`config.mk`:
```
export PLATFORM = sky130hd
export DESIGN_NAME = mbox_seq_engine
export DESIGN_NICKNAME = d
export VERILOG_FILES = /design/src/rtl/mbox_seq_engine.sv
export SDC_FILE = /design/constraint.sdc
export NUM_CORES = 1
export LEC_CHECK = 0
export CAP_MARGIN = 20
export CORE_AREA = 2 2 286 288
export CTS_BUF_LIST = sky130_fd_sc_hd__clkbuf_4 sky130_fd_sc_hd__clkbuf_8 sky130_fd_sc_hd__clkbuf_16
export DETAILED_ROUTE_END_ITERATION = 8
export DIE_AREA = 0 0 288 290
export PLACE_DENSITY = 0.65
export SETUP_SLACK_MARGIN = 0.4
export SLEW_MARGIN = 0
export SYNTH_ARGS = -nofsm -noshare
export SYNTH_HDL_FRONTEND = slang
export SYNTH_SLANG_ARGS = --single-unit
```
`constraint.sdc`:
```
create_clock -name clk -period 4.43 [get_ports clk]
set_input_delay 1.329 -clock clk [delete_from_list [all_inputs] [get_ports clk]]
set_output_delay 1.329 -clock clk [all_outputs]
set_load 0.1 [all_outputs]
```
`src/rtl/mbox_seq_engine.sv`:
```
module mbox_seq_engine #(
  parameter int DW   = 64,
  parameter int NREG = 4,
  parameter int TW   = 32
) (
  input  logic                 clk,
  input  logic                 rst_n,
  input  logic                 start,
  input  logic [NREG*DW-1:0]   cmd_img,
  input  logic [NREG-1:0]      req_mask,
  input  logic [NREG-1:0]      rsp_mask,
  input  logic [TW-1:0]        poll_limit,
  output logic                 busy,
  output logic                 done,
  output logic                 err_timeout,
  output logic                 err_mismatch,
  output logic [NREG*DW-1:0]   rsp_img,
  output logic [15:0]          rsp_primary,
  output logic [15:0]          rsp_secondary,
  output logic                 bus_req,
  output logic                 bus_we,
  output logic [$clog2(2*NREG+6)-1:0] bus_addr,
  output logic [DW-1:0]        bus_wdata,
  input  logic [DW-1:0]        bus_rdata
);
  localparam int IW = NREG * DW;
  localparam int XW = $clog2(NREG);
  localparam int AW = $clog2(2*NREG+6);
  localparam logic [AW-1:0] A_RING = AW'(2*NREG+2);
  localparam logic [AW-1:0] A_POLL = AW'(2*NREG+3);
  localparam logic [AW-1:0] A_CLR  = AW'(2*NREG+4);
  localparam logic [IW-1:0] PRESET = {{(IW-DW){1'b0}}, {DW{1'b1}}};
  localparam logic [DW-1:0] RING_V = {1'b1, {(DW-1){1'b0}}};
  localparam logic [DW-1:0] CLR_V  = {1'b0, {(DW-1){1'b1}}};

  typedef enum logic [2:0] {S_IDLE, S_WR, S_RING, S_POLL, S_RD, S_CLR, S_END} st_t;
  st_t st;

  logic [XW-1:0]   idx;
  logic [IW-1:0]   req_q, rsp_q;
  logic [NREG-1:0] rqm, rsm;
  logic [TW-1:0]   lim_q, pcnt;
  logic [15:0]     seq_q;
  logic            last;

  assign last = (idx == XW'(NREG-1));

  always_ff @(posedge clk) begin
    if (!rst_n) begin
      st <= S_IDLE; idx <= '0; req_q <= '0; rsp_q <= PRESET;
      rqm <= '0; rsm <= '0; lim_q <= '0; pcnt <= '0; seq_q <= '0;
      err_timeout <= 1'b0; err_mismatch <= 1'b0;
    end else begin
      case (st)
        S_IDLE: if (start) begin
          req_q <= {cmd_img[IW-1:DW], 16'h0, cmd_img[47:32], seq_q, cmd_img[15:0]};
          seq_q <= seq_q + 16'd1;
          rqm <= req_mask; rsm <= rsp_mask; lim_q <= poll_limit;
          rsp_q <= PRESET; err_timeout <= 1'b0; err_mismatch <= 1'b0;
          idx <= '0; st <= S_WR;
        end
        S_WR: begin
          idx <= idx + 1'b1;
          if (last) st <= S_RING;
        end
        S_RING: begin pcnt <= '0; st <= S_POLL; end
        S_POLL: begin
          if (bus_rdata[DW-1]) begin
            idx <= '0; st <= S_RD;
          end else if ((TW+1)'(pcnt) + 1'b1 >= (TW+1)'(lim_q)) begin
            err_timeout <= 1'b1; st <= S_END;
          end else pcnt <= pcnt + 1'b1;
        end
        S_RD: begin
          if (rsm[idx]) rsp_q[idx*DW +: DW] <= bus_rdata;
          idx <= idx + 1'b1;
          if (last) st <= S_CLR;
        end
        S_CLR: begin
          err_mismatch <= (rsp_q[31:0] != req_q[31:0]);
          st <= S_END;
        end
        default: st <= S_IDLE;
      endcase
    end
  end

  always_comb begin
    bus_req = 1'b0; bus_we = 1'b0; bus_addr = '0; bus_wdata = '0;
    case (st)
      S_WR:   begin bus_req = rqm[idx]; bus_we = 1'b1; bus_addr = AW'(idx);
                    bus_wdata = req_q[idx*DW +: DW]; end
      S_RING: begin bus_req = 1'b1; bus_we = 1'b1; bus_addr = A_RING; bus_wdata = RING_V; end
      S_POLL: begin bus_req = 1'b1; bus_addr = A_POLL; end
      S_RD:   begin bus_req = rsm[idx]; bus_addr = AW'(NREG) + AW'(idx); end
      S_CLR:  begin bus_req = 1'b1; bus_we = 1'b1; bus_addr = A_CLR; bus_wdata = CLR_V; end
      default: ;
    endcase
  end

  assign busy          = (st != S_IDLE);
  assign done          = (st == S_END);
  assign rsp_img       = rsp_q;
  assign rsp_primary   = rsp_q[63:48];
  assign rsp_secondary = rsp_q[47:32];
endmodule

```
==> out/results.tsv <==
metric	value	unit
synth unique cells	67	
Post-synth top flop	dfxtp_1	
initial antenna violation count	17	
GPL Wtd Cong	0.836	
Leak Pwr	13.3	nW
share of cells above drive strength 1	10.7	%
largest net degree at the start of global routing	235	
clock buffer depth	3	
hpwl dp	69400	um
most common cell after layout, fill and taps aside	nand2_1	
Post-synth EDFFs	0	
root buffer cell	clkbuf_16	
Setup Viol. Count Final	0	
CP max stage delay	550	ps
Yosys top cell by area	dfxtp_1	
total CTS buffers	70	
Seq/Total Area, Yosys	44.3	%
Worst Skew	43.0	ps
post-synth net total	3594	
Fin Hold WS	449	ps
die area	83500	sq um
Slew Limit Fails	0	
run status	complete, no violations	
worst hold start	rsp_img[226]	
Tot Pwr	14.0	mW
Fin. Hold Viols	0	
clock transition at the registers of the reported paths	60	ps
Setup crit end kind	output port	
Nets	4125	
Syn Area/Cell	8.36	sq um
Crit-path slowest cell	nor2_1	
yosys warns	0	
initial DRC count	1475	
Reg2Reg Depth	13	
drt first pass iters	5	
cts hold-fix bufs	0	
Yosys reg bits	591	
Startpoint Class	flip-flop	
top area cells in the synthesized netlist	dfxtp_1 44%, a21boi_0 13%, nand2_1 12%	
WP buf/inv	4	
RSZ-0062 raised after global routing	false	
CP most frequent cell	nand2_1	
final WL	99000	um
Worst-Skew Late Latency	610	ps
Tmin final	3840	ps
grt total ovfl	0	
top cell type's share of synthesized area	44.3	%
CP required	3100	ps
Critical Path Start	st[0]	
# rows	104	
drc violations	0	
setup tns final	0	ps
Slew Limit Headroom	22.8	%
H-tree Lvls	3	
Routed wire per std cell	20.4	um
port buffer count	692	
Worst path top cell family by delay	simple AND/OR/NAND/NOR gates	
vias post-DR	24500	
critical path depth	7	
max frequency	261	MHz
die height	290	um
worst-margin pin slew	1150	ps
Hold Path Stages	2	
Vias/cell	5.04	
DRT antenna net count	0	
crit-path cells	buf_4, inv_1, nor2_1, buf_6, nand2_1, nand2_1, buf_12	
die width	288	um
maxcap violations	0	
Pwr Density	376	nW/um^2
total core area	80200	sq um
Setup CP Type	reg2out	
fin util	46.3	%
final cycle utilization of the critical path	86.6	%
CTS Sinks	591	
Post-Syn Instances	3193	
CP max FO	20	
Min-Delay Path Class	reg2reg	
Peak VDD IR	0.288	mV
Post-Syn Area	26700	sq um
initial core utilization	33.3	%
Ports	725	
first-pass GRT wire length	146000	um
GRT Total Usage	22.9	%
Syn-to-layout area delta	39.0	%
most frequent cells in the layout	877 x nand2_1, 612 x clkdlybuf4s50_1, 587 x dfxtp_1	
Worst Path Arrival	2510	ps
asr flop ratio synth	0	%
CTS tree	built	
RR Startpoint	pcnt[2]	
vias in the first global route	23400	
-- kinds of logic after synthesis --
kind of cell             Yosys count  share of synthesized area, %
buffers and inverters            346                          5.42
adder cells (fa/ha/maj)           38                          1.78
multiplexers                      68                          4.96
AND/OR/NAND/NOR                 1337                          21.3
flip-flops                       591                          44.3
AO/OA/AOI/OAI                    742                          19.8
XOR/XNOR                          71                          2.36
-- worst paths after layout --
check                               endpoint  slack (ps)
worst max-delay path             bus_addr[3]         590
worst min-delay path            rsp_img[226]         450
worst max register to register       pcnt[2]         610
worst min register to register  rsp_img[226]         450
-- what timing repair did --
action | in CTS | in global routing
buffers inserted | 0 | 2
gates resized for setup | 0 | 9
endpoints found under the setup margin | 0 | 31
-- per-stage QoR --
stage	cell area [sq um]	worst slack [ps]	cells
global route	37100	409	4848
CTS	37000	447	4834
detailed placement	34600	457	4710
finish	37100	592	4852
floorplan	26800	415	3193
global placement	34500	482	4709
-- flip-flops by register name, indices dropped and copies added (netlist names) --
| name | cells |
|---|---|
| err_mismatch | 1 |
| err_timeout | 1 |
| idx | 2 |
| lim_q | 32 |
| pcnt | 32 |
| req_q | 240 |
| rqm | 4 |
| rsm | 4 |
| rsp_img | 256 |
| seq_q | 16 |
| st | 3 |
-- cells in the mapped netlist (all sizes together) (5+ instances only) --
| library cell | n |
|---|---|
| nand3 | 212 |
| nand4 | 29 |
| dfxtp | 591 |
| nor2 | 117 |
| xnor2 | 58 |
| or3 | 6 |
| nor4 | 8 |
| xor2 | 13 |
| and4 | 10 |
| mux2 | 15 |
| o21ai | 29 |
| buf | 78 |
| a22o | 13 |
| clkbuf | 220 |
| nand2b | 5 |
| mux4 | 50 |
| nor2b | 8 |
| a21oi | 94 |
| o21a | 10 |
| inv | 47 |
| o211ai | 71 |
| nand2 | 878 |
| nor3 | 16 |
| a21boi | 477 |
| and2 | 22 |
| a31oi | 16 |
| or2 | 9 |
| a211oi | 6 |
| ha | 38 |
| and3 | 6 |
-- final cells by class --
type / instances / area [sq um]
Fill cell: 7937 / 43100
Multi-Input combinational cell: 2256 / 13600
Sequential cell: 591 / 11800
Timing Repair Buffer: 757 / 7660
Clock buffer: 100 / 2070
Tap cell: 1060 / 1330
Clock inverter: 24 / 364
Inverter: 48 / 180
Antenna cell: 16 / 40.0
-- tightest hold or removal path, stage by stage (launching register included) --
cell and delay [ps]:
dfxtp_1 300, nand2_1 50, a21boi_1 50
-- power by group --
group | internal [mW] | total (mW) | switching, mW | leakage, nW
logic | 0.772 | 2.19 | 1.41 | 7.25
clock network | 3.69 | 6.09 | 2.41 | 1.22
registers | 5.52 | 5.67 | 0.156 | 4.82
-- metal layers --
layer,track usage [%],vias to the layer above,wire [um]
li1,-,11900,-
met1,27.3,11600,39700
met2,37.7,802,46900
met3,6.49,197,8030
met4,10.6,4,4300
met5,0,-,30
No activity file was read; power rests on OpenSTA's default activity.
